## config.mk

```make
export PLATFORM = sky130hd
export DESIGN_NAME = faulty_bit_ram
export DESIGN_NICKNAME = d
export VERILOG_FILES = /design/src/rtl/fr_pkg.sv /design/src/rtl/fr_cfg_regs.sv /design/src/rtl/fr_addr_map.sv /design/src/rtl/fr_fault_logic.sv /design/src/rtl/fr_cell_array.sv /design/src/rtl/faulty_bit_ram.sv
export SDC_FILE = /design/constraint.sdc
export NUM_CORES = 1
export LEC_CHECK = 0
export BUFFER_PORTS_ARGS = -buffer_cell sky130_fd_sc_hd__buf_2
export CAP_MARGIN = 10
export CELL_PAD_IN_SITES_DETAIL_PLACEMENT = 2
export CELL_PAD_IN_SITES_GLOBAL_PLACEMENT = 2
export CORE_ASPECT_RATIO = 1.75
export CORE_MARGIN = 5
export CORE_UTILIZATION = 40
export DETAILED_ROUTE_END_ITERATION = 10
export PLACE_DENSITY = 0.89
export SLEW_MARGIN = 10
export SYNTH_ARGS = -nofsm -noshare
export SYNTH_HDL_FRONTEND = slang
export SYNTH_SLANG_ARGS = --single-unit
```

## constraint.sdc

```tcl
create_clock -name clk -period 10.6 [get_ports clk]
set_input_delay 0.53 -clock clk [delete_from_list [all_inputs] [get_ports clk]]
set_output_delay 0.53 -clock clk [all_outputs]
set_load 0.03 [all_outputs]
```

## src/rtl/fr_pkg.sv

```systemverilog
package fr_pkg;

   typedef enum logic [3:0] {
      FK_NONE   = 4'd0,
      FK_STUCK  = 4'd1,
      FK_TF_UP  = 4'd2,
      FK_TF_DN  = 4'd3,
      FK_CF_INV = 4'd4,
      FK_CF_ID  = 4'd5,
      FK_BR_AND = 4'd6,
      FK_BR_OR  = 4'd7,
      FK_ALIAS  = 4'd8
   } fault_kind_e;

   localparam logic [3:0] FK_LAST = 4'd8;

   typedef struct packed {
      fault_kind_e kind;
      logic        fall;
      logic        val;
   } fault_mode_t;

endpackage

```

## src/rtl/fr_cfg_regs.sv

```systemverilog
module fr_cfg_regs
   import fr_pkg::*;
#(
   parameter int ADDR_W = 6
) (
   input  logic              clk,
   input  logic              rst_n,
   input  logic              load,
   input  logic [3:0]        kind_code,
   input  logic              fall,
   input  logic              val,
   input  logic [ADDR_W-1:0] victim,
   input  logic [ADDR_W-1:0] aggr,
   output fault_mode_t       mode_q,
   output logic [ADDR_W-1:0] victim_q,
   output logic [ADDR_W-1:0] aggr_q
);

   fault_kind_e kind_dec;

   always_comb begin
      if (kind_code > FK_LAST) kind_dec = FK_NONE;
      else                     kind_dec = fault_kind_e'(kind_code);
   end

   always_ff @(posedge clk or negedge rst_n) begin
      if (!rst_n) begin
         mode_q   <= '{kind: FK_NONE, fall: 1'b0, val: 1'b0};
         victim_q <= '0;
         aggr_q   <= '0;
      end else if (load) begin
         mode_q   <= '{kind: kind_dec, fall: fall, val: val};
         victim_q <= victim;
         aggr_q   <= aggr;
      end
   end

endmodule

```

## src/rtl/fr_addr_map.sv

```systemverilog
module fr_addr_map
   import fr_pkg::*;
#(
   parameter int ADDR_W = 6
) (
   input  fault_mode_t       mode,
   input  logic [ADDR_W-1:0] victim,
   input  logic [ADDR_W-1:0] aggr,
   input  logic [ADDR_W-1:0] addr,
   output logic [ADDR_W-1:0] phys
);

   // Same remap feeds read and write paths: decoder fault is symmetric
   always_comb begin
      if (mode.kind == FK_ALIAS && addr == victim) phys = aggr;
      else                                         phys = addr;
   end

endmodule

```

## src/rtl/fr_fault_logic.sv

```systemverilog
module fr_fault_logic
   import fr_pkg::*;
#(
   parameter int ADDR_W = 6,
   parameter int DEPTH  = 64
) (
   input  fault_mode_t       mode,
   input  logic [ADDR_W-1:0] victim,
   input  logic [ADDR_W-1:0] aggr,
   input  logic [ADDR_W-1:0] phys,
   input  logic              wbit,
   input  logic [DEPTH-1:0]  cells,
   output logic              store_bit,
   output logic              cpl_en,
   output logic              cpl_bit,
   output logic              rd_bit
);

   logic old_bit, vic_bit, agg_bit;
   logic hit_vic, hit_agg, moved, dir_ok;

   always_comb begin
      old_bit = cells[phys];
      vic_bit = cells[victim];
      agg_bit = cells[aggr];
      hit_vic = (phys == victim);
      hit_agg = (phys == aggr) && (aggr != victim);
      moved   = (old_bit != wbit);
      dir_ok  = mode.fall ? old_bit : wbit;
   end

   // Value actually stored by a write to phys
   always_comb begin
      store_bit = wbit;
      unique case (mode.kind)
         FK_STUCK:  if (hit_vic)                      store_bit = mode.val;
         FK_TF_UP:  if (hit_vic && !old_bit && wbit)  store_bit = 1'b0;
         FK_TF_DN:  if (hit_vic && old_bit && !wbit)  store_bit = 1'b1;
         default:   store_bit = wbit;
      endcase
   end

   // Side effect on the victim when the aggressor makes a transition
   always_comb begin
      cpl_en  = 1'b0;
      cpl_bit = vic_bit;
      if (hit_agg && moved && dir_ok) begin
         if (mode.kind == FK_CF_INV) begin
            cpl_en  = 1'b1;
            cpl_bit = ~vic_bit;
         end else if (mode.kind == FK_CF_ID) begin
            cpl_en  = 1'b1;
            cpl_bit = mode.val;
         end
      end
   end

   // Read path: stuck override and state-triggered bridges
   always_comb begin
      rd_bit = old_bit;
      if (mode.kind == FK_STUCK && hit_vic)
         rd_bit = mode.val;
      else if (mode.kind == FK_BR_AND && (hit_vic || phys == aggr))
         rd_bit = vic_bit & agg_bit;
      else if (mode.kind == FK_BR_OR && (hit_vic || phys == aggr))
         rd_bit = vic_bit | agg_bit;
   end

endmodule

```

## src/rtl/fr_cell_array.sv

```systemverilog
module fr_cell_array #(
   parameter int ADDR_W = 6,
   parameter int DEPTH  = 64
) (
   input  logic              clk,
   input  logic              rst_n,
   input  logic              wr_en,
   input  logic [ADDR_W-1:0] wr_addr,
   input  logic              wr_bit,
   input  logic              cpl_en,
   input  logic [ADDR_W-1:0] cpl_addr,
   input  logic              cpl_bit,
   output logic [DEPTH-1:0]  cells
);

   for (genvar g = 0; g < DEPTH; g++) begin : g_cell
      localparam logic [ADDR_W-1:0] MY_ADDR = ADDR_W'(g);
      always_ff @(posedge clk or negedge rst_n) begin
         if (!rst_n)
            cells[g] <= 1'b0;
         else if (wr_en && wr_addr == MY_ADDR)
            cells[g] <= wr_bit;
         else if (cpl_en && cpl_addr == MY_ADDR)
            cells[g] <= cpl_bit;
      end
   end

endmodule

```

## src/rtl/faulty_bit_ram.sv

```systemverilog
module faulty_bit_ram
   import fr_pkg::*;
#(
   parameter int ADDR_W = 6
) (
   input  logic              clk,
   input  logic              rst_n,
   input  logic              mem_en,
   input  logic              mem_we,
   input  logic [ADDR_W-1:0] mem_addr,
   input  logic              mem_wbit,
   output logic              mem_rbit,
   input  logic              cfg_load,
   input  logic [3:0]        cfg_kind,
   input  logic              cfg_fall,
   input  logic              cfg_val,
   input  logic [ADDR_W-1:0] cfg_victim,
   input  logic [ADDR_W-1:0] cfg_aggr
);

   localparam int DEPTH = 1 << ADDR_W;

   if (ADDR_W < 1 || ADDR_W > 10) begin : g_bad_width
      $error("faulty_bit_ram: ADDR_W must lie in 1..10");
   end

   fault_mode_t       mode_q;
   logic [ADDR_W-1:0] victim_q, aggr_q, phys;
   logic [DEPTH-1:0]  cells;
   logic              store_bit, cpl_en, cpl_bit, rd_bit;
   logic              wr_go;

   fr_cfg_regs #(.ADDR_W(ADDR_W)) u_cfg (
      .clk      (clk),
      .rst_n    (rst_n),
      .load     (cfg_load),
      .kind_code(cfg_kind),
      .fall     (cfg_fall),
      .val      (cfg_val),
      .victim   (cfg_victim),
      .aggr     (cfg_aggr),
      .mode_q   (mode_q),
      .victim_q (victim_q),
      .aggr_q   (aggr_q)
   );

   fr_addr_map #(.ADDR_W(ADDR_W)) u_map (
      .mode  (mode_q),
      .victim(victim_q),
      .aggr  (aggr_q),
      .addr  (mem_addr),
      .phys  (phys)
   );

   fr_fault_logic #(.ADDR_W(ADDR_W), .DEPTH(DEPTH)) u_flt (
      .mode     (mode_q),
      .victim   (victim_q),
      .aggr     (aggr_q),
      .phys     (phys),
      .wbit     (mem_wbit),
      .cells    (cells),
      .store_bit(store_bit),
      .cpl_en   (cpl_en),
      .cpl_bit  (cpl_bit),
      .rd_bit   (rd_bit)
   );

   assign wr_go = mem_en & mem_we;

   fr_cell_array #(.ADDR_W(ADDR_W), .DEPTH(DEPTH)) u_arr (
      .clk     (clk),
      .rst_n   (rst_n),
      .wr_en   (wr_go),
      .wr_addr (phys),
      .wr_bit  (store_bit),
      .cpl_en  (cpl_en & wr_go),
      .cpl_addr(victim_q),
      .cpl_bit (cpl_bit),
      .cells   (cells)
   );

   always_ff @(posedge clk or negedge rst_n) begin
      if (!rst_n)                mem_rbit <= 1'b0;
      else if (mem_en && !mem_we) mem_rbit <= rd_bit;
   end

endmodule

```

==> results of run 1 <==
## path summary, 6_finish.rpt
path | startpoint | slack, ps | cells past startpoint | to
max reg2reg | u_cfg.mode_q[3]$_DFFE_PN0P_ | 4160 | 13 | u_arr.cells[16]$_DFFE_PN0P_
max | u_cfg.mode_q[3]$_DFFE_PN0P_ | 4160 | 13 | u_arr.cells[16]$_DFFE_PN0P_
min in group clk | mem_we | 380 | 2 | mem_rbit$_DFFE_PN0P_
min | rst_n | 120 | 1 | u_arr.cells[53]$_DFFE_PN0P_
min reg2reg | mem_rbit$_DFFE_PN0P_ | 530 | 2 | mem_rbit$_DFFE_PN0P_
max in group asynchronous | rst_n | 9340 | 2 | u_arr.cells[51]$_DFFE_PN0P_
## worst register-to-register path, stage by stage (launching register included)
cell and delay [ps]:
dfrtp_1 450, nor4b_2 580, nand4_2 440, nor2_4 360, mux2i_1 690, o2111ai_1 250
a2111oi_0 490, a41o_1 250, or3_1 310, mux2_1 210, buf_4 440, nand4_4 890
or4_1 850, a2bb2oi_1 160
## metrics by stage
| stage | utilization | instances | instance area (µm²) |
|---|---|---|---|
| floorplan | - | 823 | 7330 |
| global placement | 0.419 | 1026 | 7570 |
| detailed placement | 0.419 | 1026 | 7570 |
| CTS | 0.437 | 1042 | 7890 |
| global route | 0.437 | 1042 | 7890 |
| finish | 0.437 | 1042 | 7890 |
## metal layers
layer,up-vias,wire [µm],share of wire
met4,0,3590,0.097
met3,228,2230,0.060
met5,-,0,0
met2,476,18600,0.50
li1,3227,-,-
met1,4083,12600,0.34
## power by group
part,total [mW],switching [mW],internal (mW)
combinational,0.341,0.203,0.137
clock,0.362,0.154,0.208
sequential,0.429,0.0736,0.356
## sequential cells by signal, summed over array words and instances, names as in the netlist
signal and count:
u_cfg.mode_q 6, u_cfg.aggr_q 6, u_arr.cells 64, u_cfg.victim_q 6
mem_rbit 1
## cells in the final DEF, fill, tap and decap left out, drive strengths merged, types with 8 or more instances in the layout
master / instances
a21oi: 16
clkbuf: 9
or2: 8
dfrtp: 83
nor2: 23
nand4: 53
o22a: 57
nor2b: 18
mux2i: 20
xnor2: 13
o21ai: 73
a211oi: 9
xor2: 11
nor3: 61
inv: 11
mux4: 30
nand2: 59
mux2: 19
nand3: 26
buf: 45
nand2b: 13
o2bb2ai: 39
nor4: 17
## cell type report
type	count	area [µm²]	share of cell area
multi-input combinational	654	4900	0.620
tap	234	293	0.0371
inverter	10	37.5	0.00476
timing repair buffer	45	265	0.0336
clock inverter	7	98.8	0.0125
clock buffer	9	225	0.0285
sequential	83	2080	0.263
## cells by family after synthesis
| logic type | Yosys count | synth area share |
|---|---|---|
| AOI/OAI and AO/OA | 253 | 0.253 |
| DFF | 83 | 0.283 |
| and+or+nand+nor | 307 | 0.234 |
| muxes | 69 | 0.151 |
| xor gates and xnor gates | 24 | 0.0287 |
| adders and majority gates | 1 | 0.00136 |
| buffers and inverters | 86 | 0.0493 |
==> flow_summary.json, run 1 <==
{
  "n_antenna_cell": 0,
  "core-area_um2": 18100,
  "fin_crit_ps": 6440,
  "synth_top_area_frac": 0.283,
  "setup_violations": 0,
  "fin_crit_sh": 0.607,
  "routabilityCongestion": 0.948,
  "p_leak_nw": 2.64,
  "grt_max_degree": 65,
  "synth-seq-cells": 83,
  "finClkSkew_ps": 9.47,
  "grt_pass1_vias": 8822,
  "vias": 8014,
  "critPathKind": "register to register",
  "hold_buffers": 0,
  "cp_slowest_cell": "nand4_4",
  "status": "complete, no violations",
  "max_stage_delay_ps": 880,
  "whs_ps": 125,
  "dieWidth_um": 112,
  "rsz0062_at_grt": "false",
  "clock.fmax_mhz": 155,
  "end_kind": "register",
  "holdCritPathClass": "primary input to async pin",
  "ioPinCount": 31,
  "avgSynthCellArea_um2": 8.91,
  "tns_ps": 0,
  "clock-sinks": 83,
  "path_cells": "nor4b_2, nand4_2, nor2_4, mux2i_1, o2111ai_1, a2111oi_0, a41o_1, or3_1, mux2_1, buf_4, nand4_4, or4_1, a2bb2oi_1",
  "maxSlewViolCount": 0,
  "synthTopCellsByArea": "dfrtp_1, mux4_2, o22a_1",
  "async_flop_share": 1.00,
  "report.power.total_mw": 1.13,
  "cap_violations": 0,
  "use_met1": 0.367,
  "yosys.cell_types.count": 73,
  "cp_max_fo": 64,
  "required_ps": 10890,
  "maxSlewHeadroom": 0.176,
  "ir_worst_vdd_mv": 0.0808,
  "hold_viol": 0,
  "grt_overflow_total": 0,
  "fp.dieH_um": 189,
  "antenna_found_initial": 0,
  "wl_per_cell_um": 35.6,
  "ctsResizeCount": 0,
  "top_usage_layer": "met2",
  "clockBufferDepth": 2,
  "yosys_warnings": 0,
  "clockRootBuffer": "clkbuf_16",
  "cpLargestDelayFamily": "simple AND/OR/NAND/NOR gates",
  "synth_edf_count": 0,
  "yosysTopAreaCell": "dfrtp_1",
  "dr.pass1.iters": 5,
  "viasPerCell": 7.69,
  "fillCellCount": 1977,
  "startpoint_type": "register",
  "dp_hpwl_um": 25900,
  "synth_cells": 823,
  "synth_area_um2": 7330,
  "powerDensity_nw_per_um2": 143,
  "critPathBufInv": 1,
  "wl_um": 37000,
  "syn_nets": 853,
  "htreeDepth": 3,
  "grt_usage": 0.350,
  "synth-seq-area-share": 0.283,
  "dieArea_um2": 21300,
  "setup_ws_ps": 4160,
  "cp.arrival_ps": 6720,
  "met3_usage": 0.0678,
  "synth.most_common_cell": "dfrtp_1",
  "rows": 65,
  "synth_top_cells_by_count": "dfrtp_1, o21ai_0, nor3_1",
  "ant_nets": 0,
  "synth_flop_cell": "dfrtp_1",
  "cts_tree": "built",
  "worstMarginPinSlew_ps": 1230,
  "clk_latency_ps": 370,
  "met2_usage": 0.602,
  "clk_pin_slew_ps": 70,
  "syn_to_final_growth_pct": 7.63,
  "grt_pass1_wl_um": 56100,
  "drive_above_1_share": 0.160,
  "post-cts-setup-buffers": 0,
  "drc": 0,
  "preCtsSetupSlack_ps": 4430,
  "drt-initial-drc-count": 893,
  "start_util": 0.406,
  "finalNetCount": 833,
  "numCtsBuffers": 9,
  "port_buffers": 30
}
(Power assumes the default switching activity.)
==> run 2, diff against run 1 <==
--- a/config.mk
+++ b/config.mk
@@ -11,9 +11,9 @@
 export CELL_PAD_IN_SITES_GLOBAL_PLACEMENT = 2
 export CORE_ASPECT_RATIO = 1.75
 export CORE_MARGIN = 5
-export CORE_UTILIZATION = 40
+export CORE_UTILIZATION = 36
 export DETAILED_ROUTE_END_ITERATION = 10
-export PLACE_DENSITY = 0.89
+export PLACE_DENSITY = 0.84
 export SLEW_MARGIN = 10
 export SYNTH_ARGS = -nofsm -noshare
 export SYNTH_HDL_FRONTEND = slang
==> constraint.sdc (replaced) <==
create_clock -name clk -period 5.3 [get_ports clk]
set_input_delay 0.265 -clock clk [delete_from_list [all_inputs] [get_ports clk]]
set_output_delay 0.265 -clock clk [all_outputs]
set_load 0.03 [all_outputs]
==> flow_summary.json, run 2 (synthesized netlist as in run 1, its figures left out) <==
{
  "setup_violations": 0,
  "drc": 0,
  "grt_usage": 0.329,
  "hold_depth": 2,
  "fillCellCount": 2182,
  "grt_max_degree": 53,
  "largest_reg_flops": 64,
  "ir_worst_vdd_mv": 0.156,
  "powerDensity_nw_per_um2": 278,
  "cp.arrival_ps": 5440,
  "top_register": "u_arr.cells",
  "wl_um": 38900,
  "status": "complete, no violations",
  "n_antenna_cell": 0,
  "crit_start": "u_cfg.mode_q[2]$_DFFE_PN0P_",
  "setup_ws_ps": 139,
  "dr.pass1.iters": 5,
  "routabilityCongestion": 0.970,
  "finClkSkew_ps": 11.6,
  "start_util": 0.363,
  "holdPathEnd": "u_cfg.mode_q[5]$_DFFE_PN0P_",
  "clock-sinks": 83,
  "grt_overflow_total": 0,
  "clock.fmax_mhz": 194,
  "post-cts-setup-buffers": 0,
  "place_inst": 1067,
  "required_ps": 5580,
  "startpoint_type": "register",
  "end_kind": "register",
  "instances_no_fill": 1084,
  "cts_tree": "built",
  "clk_latency_ps": 360,
  "dieWidth_um": 118,
  "numCtsBuffers": 9,
  "dieArea_um2": 23400,
  "r2r_start": "u_cfg.mode_q[2]$_DFFE_PN0P_",
  "vias": 8215,
  "worstMarginPinSlew_ps": 1260,
  "grt_pass1_vias": 9241,
  "drive_above_1_share": 0.187,
  "r2r_cells": 14,
  "holdCritPathClass": "primary input to register",
  "cap_violations": 0,
  "hold_viol": 0,
  "fin_crit_ps": 5160,
  "fp.dieH_um": 199,
  "syn_to_final_growth_pct": 10.6,
  "design_area_um2": 8110,
  "critPathKind": "register to register",
  "port_buffers": 30,
  "worstHoldStart": "cfg_kind[2]",
  "antenna_found_initial": 0,
  "fin_crit_sh": 0.974,
  "final_common_cell": "dfrtp_1",
  "ant_nets": 0,
  "htreeDepth": 3,
  "p_leak_nw": 2.76,
  "rows": 69,
  "finalNetCount": 861,
  "drt-initial-drc-count": 1028,
  "grt_pass1_wl_um": 58600,
  "tns_ps": 0,
  "ioPinCount": 31,
  "core-area_um2": 20200,
  "maxSlewHeadroom": 0.141,
  "post_dp_cell_area_um2": 7800,
  "rrSetupSlack_ps": 140,
  "dp_hpwl_um": 27400,
  "rsz0062_at_grt": "false",
  "viasPerCell": 7.58,
  "wl_per_cell_um": 35.9,
  "clockRootBuffer": "clkbuf_16",
  "clockBufferDepth": 2,
  "r2r_end": "u_arr.cells[29]$_DFFE_PN0P_",
  "clk_pin_slew_ps": 70,
  "cp_max_fo": 24,
  "maxSlewViolCount": 0,
  "preCtsSetupSlack_ps": 69.3,
  "final_cell_mix": "dfrtp_1, o21ai_0, nor3_1"
}
## run 2: per-layer routing
| layer | global-route usage | vias up | part of all wire |
|---|---|---|---|
| li1 | - | 3265 | - |
| met1 | 0.332 | 4095 | 0.32 |
| met2 | 0.570 | 589 | 0.50 |
| met3 | 0.0535 | 266 | 0.069 |
| met4 | 0.309 | 0 | 0.11 |
| met5 | 0 | - | 0 |
## run 2: power breakdown
| group | switching, mW | total [mW] | internal [mW] |
|---|---|---|---|
| clock network | 0.304 | 0.683 | 0.379 |
| registers | 0.131 | 0.844 | 0.712 |
| logic | 0.439 | 0.732 | 0.293 |
| total | 0.874 | 2.26 | 1.38 |
## run 2: how the worst max path moves through the flow
stage	to	slack (ps)	cells after the start
global placement	u_arr.cells[29]$_DFFE_PN0P_	240	14
detailed placement	u_arr.cells[17]$_DFFE_PN0P_	70	14
finish	u_arr.cells[29]$_DFFE_PN0P_	140	14
floorplan	u_arr.cells[17]$_DFFE_PN0P_	1340	15
global route	u_arr.cells[29]$_DFFE_PN0P_	20	14
CTS	u_arr.cells[29]$_DFFE_PN0P_	90	14
## run 2: final cells by class
class / instances / area [µm²] / share of cell area
clock buffer: 12 / 246 / 0.0304
timing repair buffer: 73 / 490 / 0.0605
inverter: 10 / 37.5 / 0.00463
clock inverter: 4 / 50.0 / 0.00617
sequential: 83 / 2080 / 0.256
tap: 248 / 310 / 0.0383
multi-input combinational: 654 / 4900 / 0.604
## run 2: critical path: stages, from the launching register on
cell	delay, ps
dfrtp_1	460
nor4b_2	450
and4_2	480
and4_1	460
o21ai_0	170
a41oi_1	440
a2111oi_0	120
buf_4	190
a41o_1	230
or3_1	490
mux2_1	330
nand4_4	380
buf_4	360
or3_1	380
a2bb2oi_1	140
## run 2: metrics by stage
stage / power, mW / util / hold WS (ps)
3_3_place_gp: 1.50 / 0.386 / 271
2_1_floorplan: 1.26 / - / -30.6
5_1_grt: 2.31 / 0.402 / 131
6_report: 2.26 / 0.402 / 126
3_5_place_dp: 1.54 / 0.386 / 271
4_1_cts: 2.22 / 0.401 / 123
## run 2: what timing repair did
action,in CTS,in global routing
resized for setup,0,1
hold buffers,1,0
endpoints found under the setup margin,0,13
hold endpoints to repair,31,0
==> run 3, diff against run 2 <==
--- a/config.mk
+++ b/config.mk
@@ -5,15 +5,16 @@
 export SDC_FILE = /design/constraint.sdc
 export NUM_CORES = 1
 export LEC_CHECK = 0
+export ABC_AREA = 1
 export BUFFER_PORTS_ARGS = -buffer_cell sky130_fd_sc_hd__buf_2
 export CAP_MARGIN = 10
 export CELL_PAD_IN_SITES_DETAIL_PLACEMENT = 2
 export CELL_PAD_IN_SITES_GLOBAL_PLACEMENT = 2
 export CORE_ASPECT_RATIO = 1.75
 export CORE_MARGIN = 5
-export CORE_UTILIZATION = 36
+export CORE_UTILIZATION = 32
 export DETAILED_ROUTE_END_ITERATION = 10
-export PLACE_DENSITY = 0.84
+export PLACE_DENSITY = 0.85
 export SLEW_MARGIN = 10
 export SYNTH_ARGS = -nofsm -noshare
 export SYNTH_HDL_FRONTEND = slang
==> flow_summary.json, run 3 <==
{
  "status": "complete, no violations",
  "instances_no_fill": 1620,
  "powerDensity_nw_per_um2": 234,
  "ir_worst_vdd_mv": 0.136,
  "r2r_start": "u_cfg.victim_q[0]$_DFFE_PN0P_",
  "setup_violations": 0,
  "antenna_found_initial": 0,
  "clockRootBuffer": "clkbuf_16",
  "core-area_um2": 25700,
  "wl_um": 40100,
  "end_kind": "register",
  "clk_latency_ps": 370,
  "cap_violations": 0,
  "synth-seq-area-share": 0.251,
  "fp.dieH_um": 223,
  "largest_reg_flops": 64,
  "numCtsBuffers": 9,
  "rsz0062_at_grt": "false",
  "viasPerCell": 5.91,
  "dieWidth_um": 131,
  "worstHoldStart": "cfg_val",
  "synth_edf_count": 0,
  "routabilityCongestion": 0.964,
  "port_buffers": 30,
  "synth.most_common_cell": "nand2_1",
  "r2r_cells": 24,
  "synth_cells": 1311,
  "final_cell_mix": "nand2_1, nor2_1, nand3_1",
  "yosys_warnings": 0,
  "finClkSkew_ps": 10.0,
  "cp.arrival_ps": 4720,
  "grt_usage": 0.270,
  "rrSetupSlack_ps": 870,
  "holdCritPathClass": "primary input to register",
  "drive_above_1_share": 0.119,
  "finalNetCount": 1325,
  "grt_max_degree": 65,
  "yosys.cell_types.count": 41,
  "required_ps": 5590,
  "fin_crit_ps": 4430,
  "drt-initial-drc-count": 664,
  "synth_area_um2": 8270,
  "n_antenna_cell": 0,
  "critPathKind": "register to register",
  "synthTopCellsByArea": "dfrtp_1, nand2_1, nor2_1",
  "wl_per_cell_um": 24.7,
  "worstMarginPinSlew_ps": 1030,
  "maxSlewHeadroom": 0.313,
  "ant_nets": 0,
  "async_flop_share": 1.00,
  "tns_ps": 0,
  "clock-sinks": 83,
  "grt_overflow_total": 0,
  "dp_hpwl_um": 28300,
  "avgSynthCellArea_um2": 6.30,
  "grt_pass1_vias": 10800,
  "synth-seq-cells": 83,
  "hold_depth": 3,
  "p_leak_nw": 4.60,
  "design_area_um2": 8830,
  "rows": 78,
  "hold_buffers": 1,
  "hold_viol": 0,
  "synth_flop_cell": "dfrtp_1",
  "grt_pass1_wl_um": 62200,
  "synth_top_cells_by_count": "nand2_1, nor2_1, nand3_1",
  "holdPathEnd": "u_cfg.mode_q[0]$_DFFE_PN0P_",
  "r2r_end": "u_arr.cells[40]$_DFFE_PN0P_",
  "clockBufferDepth": 2,
  "startpoint_type": "register",
  "cts_tree": "built",
  "dr.pass1.iters": 5,
  "post_dp_cell_area_um2": 8540,
  "syn_nets": 1341,
  "clk_pin_slew_ps": 70,
  "ctsResizeCount": 0,
  "dieArea_um2": 29300,
  "cp_max_fo": 54,
  "top_register": "u_arr.cells",
  "clock.fmax_mhz": 226,
  "drc": 0,
  "fin_crit_sh": 0.835,
  "vias": 9574,
  "maxSlewViolCount": 0,
  "yosysTopAreaCell": "dfrtp_1",
  "post-cts-setup-buffers": 0,
  "place_inst": 1603,
  "htreeDepth": 3,
  "ioPinCount": 31,
  "syn_to_final_growth_pct": 6.84,
  "start_util": 0.322,
  "synth_top_area_frac": 0.251
}
[run 3: through the flow]
step / power [mW] / utilization / worst slack [ps] / hold WS (ps)
floorplan: 1.19 / - / 2590 / -30.6
global placement: 1.39 / 0.333 / 1220 / 201
detailed placement: 1.42 / 0.333 / 1020 / 201
CTS: 2.06 / 0.344 / 961 / 102
global route: 2.15 / 0.344 / 564 / 139
finish: 2.06 / 0.344 / 872 / 99.5
[run 3: worst max-delay path by stage]
stage                                             start                     endpoint  slack [ps]  cells past startpoint
after floorplan             u_cfg.mode_q[3]$_DFFE_PN0P_  u_arr.cells[10]$_DFFE_PN0P_        2590                     23
after global placement      u_cfg.mode_q[3]$_DFFE_PN0P_  u_arr.cells[31]$_DFFE_PN0P_        1220                     21
after detailed placement    u_cfg.mode_q[3]$_DFFE_PN0P_  u_arr.cells[47]$_DFFE_PN0P_        1020                     21
after CTS                   u_cfg.mode_q[3]$_DFFE_PN0P_  u_arr.cells[40]$_DFFE_PN0P_         960                     21
after global routing      u_cfg.victim_q[0]$_DFFE_PN0P_  u_arr.cells[44]$_DFFE_PN0P_         560                     24
final                     u_cfg.victim_q[0]$_DFFE_PN0P_  u_arr.cells[40]$_DFFE_PN0P_         870                     24
[run 3: area by class of cell]
cell class / instances / area, µm²
tap: 320 / 400
clock inverter: 3 / 22.5
clock buffer: 13 / 260
fill: 3167 / 16800
sequential: 83 / 2080
inverter: 158 / 594
timing repair buffer: 53 / 353
multi-input combinational: 990 / 5120
[run 3: critical path, stage by stage (launching register included)]
cell and delay (ps):
dfrtp_1 460, inv_2 120, nand2_1 90, and2_1 170, nand2_1 70, nor2_2 50
nand2_2 180, nand2_1 80, nand2_1 80, buf_4 290, clkinv_2 350, nand3_1 190
nand3_1 250, nand2_1 150, nor2_1 50, nor2_1 110, nor2_2 80, nand2_2 120
nand2_1 60, nand2_1 70, nand2_1 270, nand2_2 130, buf_4 500, nand2_1 160
nand3_1 150
[run 3: power breakdown]
| group | internal (mW) | switching [mW] |
|---|---|---|
| Sequential | 0.689 | 0.101 |
| Combinational | 0.173 | 0.458 |
| Clock | 0.344 | 0.299 |
| Total | 1.21 | 0.859 |
[run 3: cells by family (layout without fill, tap and decap cells)]
family,after synthesis,after routing,share of synthesized area
AOI/OAI and AO/OA,145,145,0.103
xor gates and xnor gates,9,9,0.00954
buffers and inverters,238,227,0.132
DFF,83,83,0.251
and+or+nand+nor,836,836,0.504
[run 3: per-layer routing]
metal / GRT usage / wire, µm / vias up
li1: - / - / 4274
met2: 0.486 / 20400 / 326
met1: 0.279 / 14400 / 4792
met5: 0 / 0 / -
met3: 0.0367 / 1650 / 182
met4: 0.206 / 3580 / 0
